### src/rtl/sqtone_pkg.sv
package sqtone_pkg;
  localparam int unsigned NREG     = 16;
  localparam int unsigned AW       = 4;
  localparam int unsigned DW       = 8;
  localparam int unsigned NVOICE   = 3;
  localparam int unsigned LVL_W    = 4;
  localparam int unsigned TONE_W   = 12;
  localparam int unsigned NOISE_PW = 5;
  localparam int unsigned LFSR_W   = 17;
  localparam int unsigned ENV_PW   = 16;
  localparam int unsigned PRE_W    = 4;
  localparam int unsigned MIX_W    = LVL_W + $clog2(NVOICE + 1);

  localparam logic [AW-1:0] OFF_NOISE  = 4'h6;
  localparam logic [AW-1:0] OFF_MIXCTL = 4'h7;
  localparam logic [AW-1:0] OFF_AMP0   = 4'h8;
  localparam logic [AW-1:0] OFF_EPF    = 4'hB;
  localparam logic [AW-1:0] OFF_EPC    = 4'hC;
  localparam logic [AW-1:0] OFF_SHAPE  = 4'hD;
  localparam logic [AW-1:0] OFF_PA     = 4'hE;
  localparam logic [AW-1:0] OFF_PB     = 4'hF;

  localparam int unsigned DIR_A_BIT = 6;
  localparam int unsigned DIR_B_BIT = 7;
  localparam int unsigned SEL_ENV_BIT = LVL_W;

  typedef struct packed {
    logic cont;
    logic attack;
    logic alt;
    logic hold;
  } shape_t;
endpackage

### src/rtl/sqtone_regs.sv
module sqtone_regs
  import sqtone_pkg::*;
(
  input  logic                              clk,
  input  logic                              rst,
  input  logic                              wr_en,
  input  logic [AW-1:0]                     wr_addr,
  input  logic [DW-1:0]                     wr_data,
  input  logic [AW-1:0]                     rd_addr,
  input  logic [DW-1:0]                     pa_in,
  input  logic [DW-1:0]                     pb_in,
  output logic [DW-1:0]                     rd_data,
  output logic [NVOICE-1:0][TONE_W-1:0]     tone_per,
  output logic [NOISE_PW-1:0]               noise_per,
  output logic [NVOICE-1:0]                 tone_off,
  output logic [NVOICE-1:0]                 noise_off,
  output logic [NVOICE-1:0][LVL_W:0]        amp,
  output logic [ENV_PW-1:0]                 env_per,
  output shape_t                            shape,
  output logic                              dir_a,
  output logic                              dir_b,
  output logic [DW-1:0]                     pa_val,
  output logic [DW-1:0]                     pb_val
);
  logic [NREG-1:0][DW-1:0] bank;
  logic [DW-1:0]           rd_mux;

  always_ff @(posedge clk) begin
    if (rst)        bank <= '0;
    else if (wr_en) bank[wr_addr] <= wr_data;
  end

  always_comb begin
    rd_mux = bank[rd_addr];
    if (rd_addr == OFF_PA && !bank[OFF_MIXCTL][DIR_A_BIT]) rd_mux = pa_in;
    if (rd_addr == OFF_PB && !bank[OFF_MIXCTL][DIR_B_BIT]) rd_mux = pb_in;
  end

  always_ff @(posedge clk) begin
    if (rst) rd_data <= '0;
    else     rd_data <= rd_mux;
  end

  for (genvar v = 0; v < NVOICE; v++) begin : g_fields
    assign tone_per[v]  = {bank[2*v+1][TONE_W-DW-1:0], bank[2*v]};
    assign tone_off[v]  = bank[OFF_MIXCTL][v];
    assign noise_off[v] = bank[OFF_MIXCTL][NVOICE+v];
    assign amp[v]       = bank[int'(OFF_AMP0)+v][LVL_W:0];
  end

  assign noise_per = bank[OFF_NOISE][NOISE_PW-1:0];
  assign env_per   = {bank[OFF_EPC], bank[OFF_EPF]};
  assign shape     = shape_t'(bank[OFF_SHAPE][3:0]);
  assign dir_a     = bank[OFF_MIXCTL][DIR_A_BIT];
  assign dir_b     = bank[OFF_MIXCTL][DIR_B_BIT];
  assign pa_val    = bank[OFF_PA];
  assign pb_val    = bank[OFF_PB];
endmodule

### src/rtl/sqtone_div.sv
module sqtone_div #(
  parameter int unsigned W = 12
) (
  input  logic         clk,
  input  logic         rst,
  input  logic         clr,
  input  logic         step,
  input  logic [W-1:0] period,
  output logic         fire
);
  logic [W-1:0] cnt;
  logic [W-1:0] eff;
  logic         wrap;

  assign eff  = (period == '0) ? W'(1) : period;
  assign wrap = ({1'b0, cnt} + (W+1)'(1)) >= {1'b0, eff};
  assign fire = step && wrap;

  always_ff @(posedge clk) begin
    if (rst || clr)  cnt <= '0;
    else if (step)   cnt <= wrap ? '0 : cnt + W'(1);
  end
endmodule

### src/rtl/sqtone_noise.sv
module sqtone_noise #(
  parameter int unsigned PW = 5,
  parameter int unsigned LW = 17
) (
  input  logic          clk,
  input  logic          rst,
  input  logic          step,
  input  logic [PW-1:0] period,
  output logic          nz
);
  logic          fire;
  logic [LW-1:0] sr;

  sqtone_div #(.W(PW)) u_div (
    .clk(clk), .rst(rst), .clr(1'b0), .step(step), .period(period), .fire(fire)
  );

  always_ff @(posedge clk) begin
    if (rst)       sr <= LW'(1);
    else if (fire) sr <= {sr[0] ^ sr[3], sr[LW-1:1]};
  end

  assign nz = sr[0];
endmodule

### src/rtl/sqtone_env.sv
module sqtone_env
  import sqtone_pkg::*;
#(
  parameter int unsigned PW = 16,
  parameter int unsigned LW = 4
) (
  input  logic          clk,
  input  logic          rst,
  input  logic          step,
  input  logic          restart,
  input  logic [PW-1:0] period,
  input  shape_t        shape,
  output logic [LW-1:0] level,
  output logic          held
);
  localparam logic [LW-1:0] TOP = '1;

  logic fire;
  logic up;
  logic at_end;

  sqtone_div #(.W(PW)) u_div (
    .clk(clk), .rst(rst), .clr(restart), .step(step), .period(period), .fire(fire)
  );

  assign at_end = up ? (level == TOP) : (level == '0);

  always_ff @(posedge clk) begin
    if (rst) begin
      level <= '0;
      up    <= 1'b0;
      held  <= 1'b1;
    end else if (restart) begin
      up    <= shape.attack;
      level <= shape.attack ? '0 : TOP;
      held  <= 1'b0;
    end else if (fire && !held) begin
      if (!at_end) begin
        level <= up ? level + LW'(1) : level - LW'(1);
      end else if (!shape.cont) begin
        level <= '0;
        held  <= 1'b1;
      end else if (shape.hold) begin
        level <= shape.alt ? ~level : level;
        held  <= 1'b1;
      end else if (shape.alt) begin
        up    <= ~up;
        level <= up ? TOP : '0;
      end else begin
        level <= up ? '0 : TOP;
      end
    end
  end
endmodule

### src/rtl/sqtone_gen.sv
module sqtone_gen
  import sqtone_pkg::*;
(
  input  logic             clk,
  input  logic             rst,
  input  logic             tick,
  input  logic             wr_en,
  input  logic [AW-1:0]    wr_addr,
  input  logic [DW-1:0]    wr_data,
  input  logic [AW-1:0]    rd_addr,
  output logic [DW-1:0]    rd_data,
  input  logic [DW-1:0]    port_a_in,
  input  logic [DW-1:0]    port_b_in,
  output logic [DW-1:0]    port_a_out,
  output logic [DW-1:0]    port_b_out,
  output logic             port_a_oe,
  output logic             port_b_oe,
  output logic [MIX_W-1:0] mix_out
);
  logic [NVOICE-1:0][TONE_W-1:0] tone_per;
  logic [NOISE_PW-1:0]           noise_per;
  logic [NVOICE-1:0]             tone_off;
  logic [NVOICE-1:0]             noise_off;
  logic [NVOICE-1:0][LVL_W:0]    amp;
  logic [ENV_PW-1:0]             env_per;
  shape_t                        env_shape;
  logic [PRE_W-1:0]              pre_cnt;
  logic                          step;
  logic [NVOICE-1:0]             sq;
  logic                          nz;
  logic                          env_restart;
  logic [LVL_W-1:0]              env_lvl;
  logic                          env_held;
  logic [MIX_W-1:0]              mix_d;

  sqtone_regs u_regs (
    .clk(clk), .rst(rst), .wr_en(wr_en), .wr_addr(wr_addr), .wr_data(wr_data),
    .rd_addr(rd_addr), .pa_in(port_a_in), .pb_in(port_b_in), .rd_data(rd_data),
    .tone_per(tone_per), .noise_per(noise_per), .tone_off(tone_off),
    .noise_off(noise_off), .amp(amp), .env_per(env_per), .shape(env_shape),
    .dir_a(port_a_oe), .dir_b(port_b_oe), .pa_val(port_a_out), .pb_val(port_b_out)
  );

  always_ff @(posedge clk) begin
    if (rst)       pre_cnt <= '0;
    else if (tick) pre_cnt <= pre_cnt + PRE_W'(1);
  end
  assign step = tick && (pre_cnt == '1);

  for (genvar v = 0; v < NVOICE; v++) begin : g_voice
    logic fire;
    logic sq_q;
    sqtone_div #(.W(TONE_W)) u_div (
      .clk(clk), .rst(rst), .clr(1'b0), .step(step), .period(tone_per[v]), .fire(fire)
    );
    always_ff @(posedge clk) begin
      if (rst)       sq_q <= 1'b0;
      else if (fire) sq_q <= ~sq_q;
    end
    assign sq[v] = sq_q;
  end

  sqtone_noise #(.PW(NOISE_PW), .LW(LFSR_W)) u_noise (
    .clk(clk), .rst(rst), .step(step), .period(noise_per), .nz(nz)
  );

  always_ff @(posedge clk) begin
    if (rst) env_restart <= 1'b0;
    else     env_restart <= wr_en && (wr_addr == OFF_SHAPE);
  end

  sqtone_env #(.PW(ENV_PW), .LW(LVL_W)) u_env (
    .clk(clk), .rst(rst), .step(step), .restart(env_restart), .period(env_per),
    .shape(env_shape), .level(env_lvl), .held(env_held)
  );

  always_comb begin
    logic             on_v;
    logic [LVL_W-1:0] lvl_v;
    mix_d = '0;
    for (int v = 0; v < NVOICE; v++) begin
      on_v  = (sq[v] | tone_off[v]) & (nz | noise_off[v]);
      lvl_v = amp[v][SEL_ENV_BIT] ? env_lvl : amp[v][LVL_W-1:0];
      if (on_v) mix_d = mix_d + MIX_W'(lvl_v);
    end
  end

  always_ff @(posedge clk) begin
    if (rst)       mix_out <= '0;
    else if (tick) mix_out <= mix_d;
  end
endmodule

### config.mk
export PLATFORM = sky130hd
export DESIGN_NAME = sqtone_gen
export DESIGN_NICKNAME = d
export VERILOG_FILES = /design/src/rtl/sqtone_pkg.sv /design/src/rtl/sqtone_regs.sv /design/src/rtl/sqtone_div.sv /design/src/rtl/sqtone_noise.sv /design/src/rtl/sqtone_env.sv /design/src/rtl/sqtone_gen.sv
export SDC_FILE = /design/constraint.sdc
export NUM_CORES = 1
export LEC_CHECK = 0
export BUFFER_PORTS_ARGS = -buffer_cell sky130_fd_sc_hd__buf_2
export CAP_MARGIN = 20
export CORE_ASPECT_RATIO = 1.5
export CORE_MARGIN = 2
export CORE_UTILIZATION = 57
export CTS_CLUSTER_SIZE = 25
export DETAILED_ROUTE_END_ITERATION = 10
export PLACE_DENSITY_LB_ADDON = 0.05
export SYNTH_ARGS = -nofsm -noshare
export SYNTH_HDL_FRONTEND = slang
export SYNTH_HIERARCHICAL = 1
export SYNTH_SLANG_ARGS = --single-unit
### constraint.sdc
create_clock -name clk -period 3.2 [get_ports clk]
set_input_delay 0.48 -clock clk [delete_from_list [all_inputs] [get_ports clk]]
set_output_delay 0.48 -clock clk [all_outputs]
set_load 0.005 [all_outputs]
# Yosys cells after proc, flatten, opt, wreduce, memory -nomap -nowiden
# Cells that the tools add are included.
dict set report word_totals {
  in_bits 36
  ff_bits 230
  output_inout_bits 32
}
dict set report op_classes {
  n_reduce_logical 28
  addsub 15
  n_eq_ne 8
  bitwise 15
  mux 46
  magnitude_cmp 8
}
# operator count
set ops {}
lappend ops {{$bwmux 128} 1}
lappend ops {{$mux 12} 6}
lappend ops {{$mux 4} 15}
lappend ops {{$add 12x1->13 const B} 3}
lappend ops {{$ge 13x12->1} 3}
lappend ops {{$add 12x1->12 const B} 3}
lappend ops {{$logic_not 12->1} 3}
lappend ops {{$bmux 8 s4} 1}
lappend ops {{$demux 8 s4} 1}
lappend ops {{$mux 16} 2}
lappend ops {{$mux 8} 4}
lappend ops {{$eq 4x4->1 const B} 5}
lappend ops {{$add 16x1->17 const B} 1}
lappend ops {{$ge 17x16->1} 1}
lappend ops {{$add 16x1->16 const B} 1}
lappend ops {{$logic_not 16->1} 1}
lappend ops {{$add 6x4->6} 2}
lappend ops {{$mux 1} 12}
lappend ops {{$mux 6} 2}
lappend ops {{$logic_and 1x1->1} 11}
lappend ops {{$lt 4x5->1 const B} 2}
lappend ops {{$mux 5} 2}
lappend ops {{$add 4x1->4 const B} 2}
lappend ops {{$reduce_bool 2->1} 4}
lappend ops {{20 further kinds} 32}

# Depth between registers and ports, before layout
# Gate-level depths: netlist of run 1.
dict set report depth {
  ltp_word 7
  mapped_depth 18
  mapped_depth_nobuf 16
}

# Modules after synthesis
# Netlist of run 1, hierarchy kept.
# mod cells_per_inst instances area_each_um2
set by_module_without_submodules {}
lappend by_module_without_submodules {sqtone_regs 739 1 6760.2}
lappend by_module_without_submodules {{sqtone_div at g_voice[0].u_div ...} 155 3 1228.7}
lappend by_module_without_submodules {{sqtone_div at u_env.u_div} 186 1 1396.3}
lappend by_module_without_submodules {sqtone_gen 117 1 1087.3}
lappend by_module_without_submodules {sqtone_noise 57 1 626.9}
lappend by_module_without_submodules {sqtone_env 58 1 489.2}
lappend by_module_without_submodules {{sqtone_div at u_noise.u_div} 43 1 444.2}

# Least setup slack after synthesis of run 1
# OpenSTA, ideal clock, no wires.
dict set report synth_path {
  path_kind {reg2reg}
  from {register u_env.u_div.cnt[0]}
  to {register u_env.up}
  path_buffers 1
  arrival_ns 3.273
  setup_slack_ns -0.188
  synth_period_minus_slack_ns 3.388
  stages_incl_launch_ff 18
  setup_ns 0.115
  t_required_ns 3.085
  path_cell_list {dfxtp_1 ha_1 and3_1 nand4_1 nor2_1 xor2_1 ha_1 nand3_1 nor2_1 a221o_1 nor4_4 buf_2 nor2_1 nor2b_1 nand4b_1 nor2_1 xnor2_1 o21a_1}
}
dict set report synth_via {
  elab_chain_cells 6
}
# item line
set synth_lines {}
lappend synth_lines {{start: declaration} sqtone_div.sv:11} ;# logic [W-1:0] cnt;
lappend synth_lines {{start signal: assignment} sqtone_div.sv:21} ;# else if (step) cnt <= wrap ? '0 : cnt + W'(1);
lappend synth_lines {{$add 16x1->17} sqtone_div.sv:16} ;# assign wrap = ({1'b0, cnt} + (W+1)'(1)) >= {1'b0, eff};
lappend synth_lines {{$ge 17x16->1} sqtone_div.sv:16}
lappend synth_lines {{$logic_and 1x1->1} sqtone_div.sv:17} ;# assign fire = step && wrap;
lappend synth_lines {{net u_env.fire} sqtone_env.sv:18} ;# logic fire;
lappend synth_lines {{$logic_and 1x1->1} sqtone_env.sv:37} ;# end else if (fire && !held) begin
lappend synth_lines {{$reduce_bool 2->1 (no source line)} n/a}
lappend synth_lines {{$reduce_and 5->1 (no source line)} n/a}
lappend synth_lines {{end signal: assignment} sqtone_env.sv:34} ;# up <= shape.attack;
lappend synth_lines {{end signal: assignment} sqtone_env.sv:47} ;# up <= ~up;
lappend synth_lines {{end: declaration} sqtone_env.sv:19} ;# logic up;
# The timed path passes the listed nets, and every way through them passes these cells.
# A chain may end at the register's enable or synchronous reset.

# Worst setup path in the final report of run 1
dict set report layout_path {
  from {register u_env.u_div.cnt[0]}
  to {register u_env.u_div.cnt[15]}
}
dict set report layout_via {
  elab_chain_cells 3
}
# item line
set layout_lines {}
lappend layout_lines {{$add 16x1->17} sqtone_div.sv:16}
lappend layout_lines {{$ge 17x16->1} sqtone_div.sv:16}
lappend layout_lines {{$mux 16 (*)} sqtone_div.sv:21}
# Mark *: on every way between the ends. The rest lies on a longest branch, timed or not.

==> flow_metrics.env, run 1 <==
export IMPL_drt_total_wl_mm=38.6
export IMPL_cpLargestDelayFamily="simple AND/OR/NAND/NOR gates"
export IMPL_yosys_cell_types_count=87
export IMPL_die_area_um2=26700
export IMPL_floorplan_die_width_um=134
export IMPL_commonest_non_fill_non_tap_cell_in_the_layout="dfxtp_1"
export IMPL_synth_seq_area_share=0.318
export IMPL_finalSetupViolations=0
export IMPL_htreeDepth=1
export IMPL_min_path_type="input port to flip-flop"
export IMPL_share_of_post_route_cells_with_drive_strength_above_1=0.181
export IMPL_n_fill_cell=2256
export IMPL_cts_made_buffers=24
export IMPL_port_buffer_count=67
export IMPL_synth_top_cell_area_share=0.318
export IMPL_hold_violations=0
export IMPL_critPathBufInv=2
export IMPL_cts_reportedPaths_clkPinSlew_ps=70
export IMPL_worstPathMaxFanout=8
export IMPL_worstSkewPairLatency_ps=540
export IMPL_io_pins=68
export IMPL_finalWorstPathRequiredPeriod_ps=3130
export IMPL_ctsRootBufferMaster="clkbuf_16"
export IMPL_cts_sinks=230
export IMPL_postSynthCellCount=1665
export IMPL_ys_flop_type="dfxtp_1"
export IMPL_worstReg2RegStart="u_env/u_div/cnt[0]$_SDFFE_PP0P_"
export IMPL_outcome="complete, no violations"
export IMPL_yosys_warnings=6
export IMPL_crit_required_ps=3660
export IMPL_post_dp_hpwl_mm=27.2
export IMPL_rrSetupSlack_ps=70
export IMPL_grt_pass1_wl_mm=62.5
export IMPL_crit_start="u_env/u_div/cnt[0]$_SDFFE_PP0P_"
export IMPL_final_max_slew_viol_count=0
export IMPL_grt_start_max_net_pins=75
export IMPL_areaGrowthSynthToFinish_pct=7.79
export IMPL_path_class="flip-flop to flip-flop"
export IMPL_rr_endpoint="u_env/u_div/cnt[15]$_SDFFE_PP0P_"
export IMPL_detail_route_antenna_nets=0
export IMPL_die_h_um=199
export IMPL_tot_pwr_mw=6.20
export IMPL_syn_area_um2=14500
export IMPL_tightest_pin_transition_ps=769
export IMPL_route_detailed_vias_per_inst=6.09
export IMPL_synth_edff_count=0
export IMPL_fin_nets=1767
export IMPL_starting_density_of_the_core=0.578
export IMPL_worst_hold_path_endpoint="u_regs/rd_data[1]$_SDFF_PP0_"
export IMPL_max_freq_mhz=320
export IMPL_cts_buffer_depth=3
export IMPL_grt_total_usage=0.289
export IMPL_slew_headroom=0.487
export IMPL_synth_top_cell_by_area="dfxtp_1"
export IMPL_ff_latch_area_um2=4610
export IMPL_finClkSkew_ps=10.6
export IMPL_ys_seq_elements=230
export IMPL_cp_arrival_ps=3580
export IMPL_yosys_top_cells_area="dfxtp_1 (32%), ha_1 (6.4%), buf_4 (5.2%)"
export IMPL_synth_async_reset_ratio=0
export IMPL_antenna_found_initial=2
export IMPL_cap_viol_max_count=0
export IMPL_avgSynthCellArea_um2=8.70
export IMPL_core_area_um2=25100
export IMPL_timing_critical_path_from_type="flip-flop"
export IMPL_rsz_0062_raised_after_global_routing="true"
export IMPL_fin_crit_sh=0.977
export IMPL_std_cell_rows=71
export IMPL_total_power_divided_by_cell_area_nw_per_um2=397
export IMPL_min_from="port_b_in[1]"
export IMPL_grt_overflow_total=0
export IMPL_cp_slowest_cell="or4b_1"
export IMPL_setup_worst_path_end_class="flip-flop"
export IMPL_final_weighted_congestion_in_routability_driven_placement=0.842
export IMPL_worst_hold_path_num_cells=3
export IMPL_drt_wirelength_per_cell_um=19.3
export IMPL_grt_pass1_vias=12100
export IMPL_first_iter_violations=708
export IMPL_multiInputGateArea_um2=8500
export IMPL_finalCoreUtilization=0.623
export IMPL_reported_leakage_power_nw=5.99
export IMPL_cp_slowest_stage_delay_ps=450
export IMPL_final_cell_mix="dfxtp_1 (227), nand2_1 (151), nor2_1 (119)"
export IMPL_drt_drc_violations_left=0
export IMPL_max_vdd_ir_drop_v=0.000448
export IMPL_worst_r2r_path_depth=13
export IMPL_hold_ws_ps=179
export IMPL_dr_pass1_iters=5
export IMPL_vias=12200
export IMPL_cts_tree="done"
export IMPL_timing_critical_path_cells="ha_4 -> and3_4 -> buf_4 -> nand3_1 -> xnor2_2 -> ha_1 -> a21oi_2 -> o21ai_1 -> a221o_1 -> nor4_4 -> buf_6 -> or4b_1 -> a31oi_1"
## worst register-to-register path, cell delays in order (launching register included)
cell	delay (ps)
dfxtp_4	370
ha_4	140
and3_4	210
buf_4	100
nand3_1	110
xnor2_2	170
ha_1	320
a21oi_2	130
o21ai_1	80
a221o_1	380
nor4_4	260
buf_6	190
or4b_1	450
a31oi_1	140
## cell type report
class                      instances  share of cell area
antenna                            2            0.000320
clock buffer                      30              0.0432
clock inverter                    14             0.00713
inverter                          79              0.0190
multi-input combinational       1167               0.544
sequential                       230               0.295
tap                              328              0.0263
timing repair buffer             152              0.0646
## layer usage
metal	GRT usage	wire length, um	part of all wire	up-vias
met3	0.0317	1880	0.049	73
met5	0	0	0	-
met4	0.101	1190	0.031	0
met2	0.526	19500	0.51	373
met1	0.351	16000	0.41	5884
li1	-	-	-	5861
## state kept, by name, indices dropped and copies added (netlist names), 4 cells and up
| signal | cells |
|---|---|
| u_regs/bank | 28 |
| u_regs/tone_per | 36 |
| u_regs/shape | 4 |
| mix_out | 6 |
| u_env/level | 4 |
| g_voice.u_div/cnt | 36 |
| u_regs/noise_per | 5 |
| u_noise/u_div/cnt | 5 |
| u_regs/amp | 15 |
| u_noise/sr | 17 |
| u_env/u_div/cnt | 16 |
| u_regs/pb_val | 8 |
| u_regs/pa_val | 8 |
| u_regs/rd_data | 8 |
| u_regs/env_per | 16 |
| pre_cnt | 4 |
## cell families after synthesis
kind of cell,after synthesis,share of synthesized area
AOI/OAI and AO/OA,372,0.167
xor gates and xnor gates,77,0.0465
adders and majority gates,77,0.0680
buffers and inverters,274,0.103
DFF,230,0.318
muxes,122,0.117
other,2,0.000518
and+or+nand+nor,511,0.181
## where the power goes
group          total [mW]  internal [mW]  switching [mW]
clock network        2.80           1.58            1.22
logic               0.477          0.175           0.302
registers            2.92           2.89          0.0286
total                6.20           4.65            1.55
## how the worst max path moves through the flow
stage | slack, ps | depth (start not counted) | endpoint
6_report | 70 | 13 | u_env/u_div/cnt[15]$_SDFFE_PP0P_
5_1_grt | -30 | 16 | u_env/level[3]$_SDFFE_PP0P_
4_1_cts | -0.5 | 13 | u_env/u_div/cnt[15]$_SDFFE_PP0P_
3_5_place_dp | -80 | 16 | u_env/level[3]$_SDFFE_PP0P_
3_3_place_gp | 40 | 17 | u_env/up$_SDFFE_PP0P_
2_1_floorplan | 6 | 17 | u_env/up$_SDFFE_PP0P_
## metrics by stage
stage	area [um2]	TNS (ps)	cells	setup slack (ps)
detailed placement	14700	-457	1950	-83.9
finish	15600	0	2002	74.6
floorplan	14500	0	1671	5.67
global placement	14700	0	1950	35.5
global route	15600	-116	2002	-34.9
CTS	15600	-0.502	1997	-0.502
## cell usage after synthesis, types with 12 or more instances
cell type,count
a211oi_1,28
a21oi_1,121
a221oi_1,12
a31oi_1,20
and3_1,12
buf_2,27
buf_4,101
clkbuf_1,53
dfxtp_1,230
ha_1,74
inv_1,79
mux2_2,18
mux2i_1,70
mux4_1,12
mux4_2,20
nand2_1,151
nand3_1,69
nand4_1,16
nor2_1,123
nor2b_1,15
nor3_1,22
nor4_1,18
o21ai_0,90
o22ai_1,22
xnor2_1,43
xor2_1,34
## repair_timing
action	in CTS	in global routing
pin swaps	12	11
cloned	1	0
setup endpoints to repair	8	16
buffers inserted	3	5
resized for setup	14	6
hold buffers	0	0
endpoints found under the hold margin	0	0
No activity file was read; power rests on OpenSTA's default activity.
==> run 2, diff against run 1 <==
--- a/config.mk
+++ b/config.mk
@@ -13,6 +13,7 @@
 export CTS_CLUSTER_SIZE = 25
 export DETAILED_ROUTE_END_ITERATION = 10
 export PLACE_DENSITY_LB_ADDON = 0.05
+export SETUP_SLACK_MARGIN = 0.2
 export SYNTH_ARGS = -nofsm -noshare
 export SYNTH_HDL_FRONTEND = slang
 export SYNTH_HIERARCHICAL = 1
==> run 2 against run 1 <==
Compared with the run above: the flow now finishes with violations (setup timing); die area unchanged; sequential cell count is the same; count of clock-buffer cells in the layout did not move; maximum frequency fell by 3.1%; register-to-register slack lost 100 ps; utilization increased by 1.7 points; non-clock buffer count increased by 16; clock power grew 4%; first-iteration DRC count grew 16%; critical path type unchanged.
==> flow_metrics.env, run 2 (synthesis gave the netlist of run 1 again) <==
export IMPL_share_of_post_route_cells_with_drive_strength_above_1=0.208
export IMPL_starting_density_of_the_core=0.578
export IMPL_io_pins=68
export IMPL_drt_drc_violations_left=0
export IMPL_detail_route_antenna_nets=0
export IMPL_grt_most_used_layer="met2"
export IMPL_grt_pass1_vias=11800
export IMPL_cts_made_buffers=25
export IMPL_route_detailed_vias_per_inst=6.05
export IMPL_layoutNonFillerInstCount=2018
export IMPL_fin_nets=1784
export IMPL_stdcell_area_um2=16000
export IMPL_grt_pass1_wl_mm=62.5
export IMPL_grt_overflow_total=0
export IMPL_cts_sinks=230
export IMPL_drt_wirelength_per_cell_um=19.8
export IMPL_fin_ws_ps=-26.9
export IMPL_violations="setup timing"
export IMPL_path_class="flip-flop to flip-flop"
export IMPL_worstSkewPairLatency_ps=540
export IMPL_finalWorstPathRequiredPeriod_ps=3230
export IMPL_fin_crit_sh=1.01
export IMPL_port_buffer_count=67
export IMPL_htreeDepth=1
export IMPL_hold_ws_ps=182
export IMPL_min_path_type="input port to flip-flop"
export IMPL_antenna_found_initial=2
export IMPL_cp_arrival_ps=3670
export IMPL_max_vdd_ir_drop_v=0.000396
export IMPL_ctsRootBufferMaster="clkbuf_16"
export IMPL_hold_violations=0
export IMPL_floorplan_die_width_um=134
export IMPL_worst_hold_path_endpoint="u_regs/rd_data[4]$_SDFF_PP0_"
export IMPL_setup_worst_path_end_class="flip-flop"
export IMPL_timing_critical_path_from_type="flip-flop"
export IMPL_pre_cts_ws_ps=-42.0
export IMPL_die_area_um2=26700
export IMPL_slew_headroom=0.444
export IMPL_drt_total_wl_mm=40.0
export IMPL_grt_start_max_net_pins=66
export IMPL_min_from="port_b_in[4]"
export IMPL_die_h_um=199
export IMPL_worst_hold_path_num_cells=3
export IMPL_reported_leakage_power_nw=6.12
export IMPL_dr_pass1_iters=6
export IMPL_final_max_slew_viol_count=0
export IMPL_post_dp_hpwl_mm=27.5
export IMPL_cap_viol_max_count=0
export IMPL_global_route_usage_met3=0.0388
export IMPL_rr_endpoint="u_env/level[3]$_SDFFE_PP0P_"
export IMPL_tightest_pin_transition_ps=835
export IMPL_placedCellCount=1940
export IMPL_std_cell_rows=71
export IMPL_areaGrowthSynthToFinish_pct=10.7
export IMPL_grt_total_usage=0.293
export IMPL_cts_hold_repair_buffers=0
export IMPL_final_cell_mix="dfxtp_1 (219), nand2_1 (151), nor2_1 (115)"
export IMPL_vias=12200
export IMPL_cts_buffer_depth=3
export IMPL_worstReg2RegStart="u_env/u_div/cnt[1]$_SDFFE_PP0P_"
export IMPL_total_power_divided_by_cell_area_nw_per_um2=396
export IMPL_max_freq_mhz=310
export IMPL_grtUsageMet2=0.505
export IMPL_commonest_non_fill_non_tap_cell_in_the_layout="dfxtp_1"
export IMPL_cts_reportedPaths_clkPinSlew_ps=60
export IMPL_placed_cell_areas_um2=14700
export IMPL_first_iter_violations=819
export IMPL_crit_required_ps=3640
export IMPL_rrSetupSlack_ps=-30
export IMPL_grt_util_met1=0.363
export IMPL_core_area_um2=25100
export IMPL_worstPathMaxFanout=4
export IMPL_outcome="finished, violations left"
export IMPL_finClkSkew_ps=12.2
export IMPL_worst_r2r_path_depth=18
export IMPL_cts_tree="done"
export IMPL_final_weighted_congestion_in_routability_driven_placement=0.860
export IMPL_rsz_0062_raised_after_global_routing="true"
export IMPL_finalSetupViolations=1
-- run 2: cell count changes in the layout (fill, tap and decap cells not counted), moves of 3 or more --
cell and change:
buf_6 +9, dfxtp_1 -8, nand3_1 -8, dfxtp_2 +7, nand3_2 +7, a21oi_1 -4
a21oi_2 +4, nor2_1 -4, buf_8 +3
-- run 2: where the power goes --
group	internal (mW)	total, mW	switching, mW	leakage (nW)
sequential	2.89	2.92	0.0300	1.86
clock	1.68	2.91	1.23	0.394
combinational	0.205	0.528	0.324	3.86
-- run 2: what timing repair did --
action / in CTS / in global routing
gates resized for setup: 22 / 46
endpoints found under the setup margin: 16 / 36
cloned: 0 / 2
pin swaps: 12 / 30
setup buffers: 20 / 10
-- run 2: how the worst max path moves through the flow --
stage | startpoint | endpoint | slack, ps | cells past startpoint
2_1_floorplan | u_env/u_div/cnt[4]$_SDFFE_PP0P_ | u_env/up$_SDFFE_PP0P_ | 110 | 18
3_3_place_gp | u_env/u_div/cnt[0]$_SDFFE_PP0P_ | u_env/u_div/cnt[10]$_SDFFE_PP0P_ | 20 | 13
3_5_place_dp | u_env/u_div/cnt[1]$_SDFFE_PP0P_ | u_env/u_div/cnt[15]$_SDFFE_PP0P_ | -40 | 13
4_1_cts | u_env/u_div/cnt[0]$_SDFFE_PP0P_ | u_env/up$_SDFFE_PP0P_ | 40 | 16
5_1_grt | u_env/u_div/cnt[2]$_SDFFE_PP0P_ | u_env/level[3]$_SDFFE_PP0P_ | -160 | 15
6_report | u_env/u_div/cnt[1]$_SDFFE_PP0P_ | u_env/level[3]$_SDFFE_PP0P_ | -30 | 18
-- run 2: metal layers --
metal,up-vias,wire (um),part of all wire
met5,-,0,0
met4,0,1730,0.043
met3,88,2530,0.063
met2,384,19600,0.49
met1,5848,16200,0.40
li1,5880,-,-
-- run 2: critical path, cell delays in order (launching register included) --
cell and delay (ps):
dfxtp_4 370, ha_4 140, and3_4 190, nand4_1 120, buf_4 190, nor2_4 110, xor2_1 160, ha_1 270
nand3_2 90, nor2_2 40, a221o_1 370, nor4_4 170, buf_4 180, nor2_4 50, nor2b_4 130, buf_6 110
o31ai_4 60, o21ai_4 120, a311oi_2 280
-- run 2: layout make-up --
type | instances | area (um2)
Multi-Input combinational cell | 1167 | 8660
Sequential cell | 230 | 4630
Clock buffer | 30 | 684
Clock inverter | 12 | 121
Timing Repair Buffer | 168 | 1230
Inverter | 79 | 297
Antenna cell | 4 | 10.0
Fill cell | 2227 | 9010
Tap cell | 328 | 410
-- run 2: through the flow --
step / util / total power [mW] / TNS (ps)
floorplan: - / 3.29 / 0
global placement: 0.586 / 3.43 / 0
detailed placement: 0.586 / 3.44 / -117
CTS: 0.627 / 6.35 / 0
global route: 0.640 / 6.55 / -817
finish: 0.640 / 6.35 / -26.9
==> run 3, diff against run 2 <==
--- a/config.mk
+++ b/config.mk
@@ -12,6 +12,7 @@
 export CORE_UTILIZATION = 57
 export CTS_CLUSTER_SIZE = 25
 export DETAILED_ROUTE_END_ITERATION = 10
+export MAX_ROUTING_LAYER = met4
 export PLACE_DENSITY_LB_ADDON = 0.05
 export SETUP_SLACK_MARGIN = 0.2
 export SYNTH_ARGS = -nofsm -noshare
==> run 3 against run 2 <==
Compared with the run above: the flow now finishes without violations; die area stayed put; cell area is 0.10% higher; global-route usage is 1.1 points higher; hold slack better by 5.8 ps; maximum frequency is 2.2% higher; critical path depth stayed put; first-iteration DRC count is 1.6% higher; final cell count stayed put; via count is 1.3% higher; critical path type unchanged; critical endpoint is now u_env/u_div/cnt[15]$_SDFFE_PP0P_; largest cell class unchanged; largest power group is now clock.
==> flow_metrics.env, run 3 (synthesis gave the netlist of run 1 again) <==
export IMPL_outcome="complete, no violations"
export IMPL_final_max_slew_viol_count=0
export IMPL_grt_overflow_total=0
export IMPL_ctsRootBufferMaster="clkbuf_16"
export IMPL_min_from="port_b_in[5]"
export IMPL_std_cell_rows=71
export IMPL_crit_required_ps=3660
export IMPL_finClkSkew_ps=8.07
export IMPL_worstReg2RegStart="u_env/u_div/cnt[0]$_SDFFE_PP0P_"
export IMPL_core_area_um2=25100
export IMPL_cp_arrival_ps=3620
export IMPL_worst_hold_path_endpoint="u_regs/rd_data[5]$_SDFF_PP0_"
export IMPL_drt_total_wl_mm=39.9
export IMPL_power_switching_mw=1.62
export IMPL_tns_setup_ps=0
export IMPL_share_of_post_route_cells_with_drive_strength_above_1=0.204
export IMPL_drt_wirelength_per_cell_um=19.8
export IMPL_cpLargestDelayFamily="buffers and inverters"
export IMPL_cp_slowest_stage_delay_ps=460
export IMPL_max_vdd_ir_drop_v=0.000359
export IMPL_cts_reportedPaths_clkPinSlew_ps=70
export IMPL_grt_util_met1=0.362
export IMPL_fin_ws_ps=41.3
export IMPL_hold_violations=0
export IMPL_worstSkewPairLatency_ps=540
export IMPL_io_pins=68
export IMPL_finalCoreUtilization=0.641
export IMPL_final_weighted_congestion_in_routability_driven_placement=0.872
export IMPL_antenna_found_initial=0
export IMPL_cts_sinks=230
export IMPL_finalWorstPathRequiredPeriod_ps=3160
export IMPL_first_iter_violations=832
export IMPL_n_fill_cell=2183
export IMPL_timing_critical_path_cells="buf_6 -> and4_4 -> and3_4 -> nand4_1 -> buf_4 -> buf_4 -> buf_4 -> buf_4 -> buf_4 -> buf_4 -> buf_4 -> buf_4 -> buf_4 -> buf_4 -> buf_4 -> buf_4 -> or4b_1 -> a31oi_1"
export IMPL_finalSetupViolations=0
export IMPL_total_power_divided_by_cell_area_nw_per_um2=415
export IMPL_tightest_pin_transition_ps=988
export IMPL_drt_drc_violations_left=0
export IMPL_die_h_um=199
export IMPL_areaGrowthSynthToFinish_pct=10.8
export IMPL_pre_cts_ws_ps=-53.9
export IMPL_p_comb_frac=0.076
export IMPL_grt_most_used_layer="met2"
export IMPL_cts_made_buffers=25
export IMPL_cts_tree="done"
export IMPL_starting_density_of_the_core=0.578
export IMPL_layoutNonFillerInstCount=2018
export IMPL_setup_worst_path_end_class="flip-flop"
export IMPL_global_route_usage_met3=0.0342
export IMPL_timing_critical_path_from_type="flip-flop"
export IMPL_tot_pwr_mw=6.66
export IMPL_cp_slowest_cell="or4b_1"
export IMPL_reported_leakage_power_nw=6.16
export IMPL_detail_route_antenna_nets=0
export IMPL_port_buffer_count=67
export IMPL_floorplan_die_width_um=134
export IMPL_slew_headroom=0.341
export IMPL_grtUsageMet2=0.522
export IMPL_route_detailed_vias_per_inst=6.12
export IMPL_timing_critical_path_mode_cell="buf_4"
export IMPL_worst_r2r_path_depth=18
export IMPL_vias=12400
export IMPL_fin_crit_sh=0.987
export IMPL_worstPathMaxFanout=3
export IMPL_grt_start_max_net_pins=81
export IMPL_rsz_0062_raised_after_global_routing="true"
export IMPL_fin_nets=1783
export IMPL_cap_viol_max_count=0
export IMPL_pwr_share_clk=0.485
export IMPL_htreeDepth=1
export IMPL_critPathBufInv=13
export IMPL_commonest_non_fill_non_tap_cell_in_the_layout="dfxtp_1"
export IMPL_min_path_type="input port to flip-flop"
export IMPL_dr_pass1_iters=6
export IMPL_cts_buffer_depth=3
export IMPL_max_freq_mhz=317
export IMPL_seq_power_share=0.439
export IMPL_path_class="flip-flop to flip-flop"
export IMPL_grt_total_usage=0.304
export IMPL_post_dp_hpwl_mm=27.6
export IMPL_die_area_um2=26700
export IMPL_rrSetupSlack_ps=40
export IMPL_stdcell_area_um2=16100
export IMPL_rr_endpoint="u_env/u_div/cnt[15]$_SDFFE_PP0P_"
export IMPL_grt_pass1_wl_mm=63.4
export IMPL_power_switching_share=0.243
export IMPL_grt_pass1_vias=12000
export IMPL_final_cell_mix="dfxtp_1 (220), nand2_1 (151), a21oi_1 (118)"
export IMPL_placedCellCount=1945
export IMPL_hold_ws_ps=187
export IMPL_worst_hold_path_num_cells=3
export IMPL_placed_cell_areas_um2=14700
export IMPL_internal_power_mw=5.04
run 3: area by class of cell:
type / count / area [um2] / share of cell area
antenna: 1 / 2.50 / 0.000156
clock buffer: 30 / 694 / 0.0433
clock inverter: 16 / 229 / 0.0143
inverter: 79 / 297 / 0.0185
multi-input combinational: 1167 / 8640 / 0.538
sequential: 230 / 4620 / 0.288
tap: 328 / 410 / 0.0256
timing repair buffer: 167 / 1160 / 0.0721
run 3: worst max path at each step:
stage                                          startpoint  slack (ps)  cells past startpoint                               end
after floorplan           u_env/u_div/cnt[4]$_SDFFE_PP0P_         110                     18             u_env/up$_SDFFE_PP0P_
after global placement    u_env/u_div/cnt[0]$_SDFFE_PP0P_         -10                     13  u_env/u_div/cnt[12]$_SDFFE_PP0P_
after detailed placement  u_env/u_div/cnt[0]$_SDFFE_PP0P_         -50                     13  u_env/u_div/cnt[15]$_SDFFE_PP0P_
after CTS                 u_env/u_div/cnt[0]$_SDFFE_PP0P_          20                     13  u_env/u_div/cnt[15]$_SDFFE_PP0P_
after global routing      u_env/u_div/cnt[1]$_SDFFE_PP0P_        -120                     13  u_env/u_div/cnt[10]$_SDFFE_PP0P_
final                     u_env/u_div/cnt[0]$_SDFFE_PP0P_          40                     18  u_env/u_div/cnt[15]$_SDFFE_PP0P_
run 3: per-layer routing:
layer	up-vias	share of wire	wire, um
met5	-	0	0
met4	0	0.036	1430
met3	85	0.061	2430
met2	410	0.50	20100
met1	5974	0.40	15900
li1	5890	-	-
run 3: timing repair:
| item | CTS | global route |
|---|---|---|
| setup endpoints to repair | 8 | 34 |
| resized for setup | 13 | 38 |
| buffers inserted | 20 | 4 |
| pin swaps | 23 | 27 |
| gates cloned | 1 | 1 |
| hold buffers | 0 | 0 |
run 3: worst reg2reg max path, cell delays in order, from the launching register on:
cell     delay, ps
dfxtp_4        370
buf_6          100
and4_4         200
and3_4         200
nand4_1        140
buf_4          170
buf_4          120
buf_4          120
buf_4          120
buf_4          120
buf_4          120
buf_4          120
buf_4          120
buf_4          120
buf_4          120
buf_4          120
buf_4          130
or4b_1         460
a31oi_1        140
run 3: power by group through the flow:
stage	Clock (mW)	Sequential, mW	Combinational [mW]
after floorplan	0	2.97	0.320
after global placement	0	2.99	0.450
after detailed placement	0	2.99	0.452
after CTS	3.28	2.92	0.470
after global routing	3.41	2.92	0.543
final	3.23	2.92	0.506
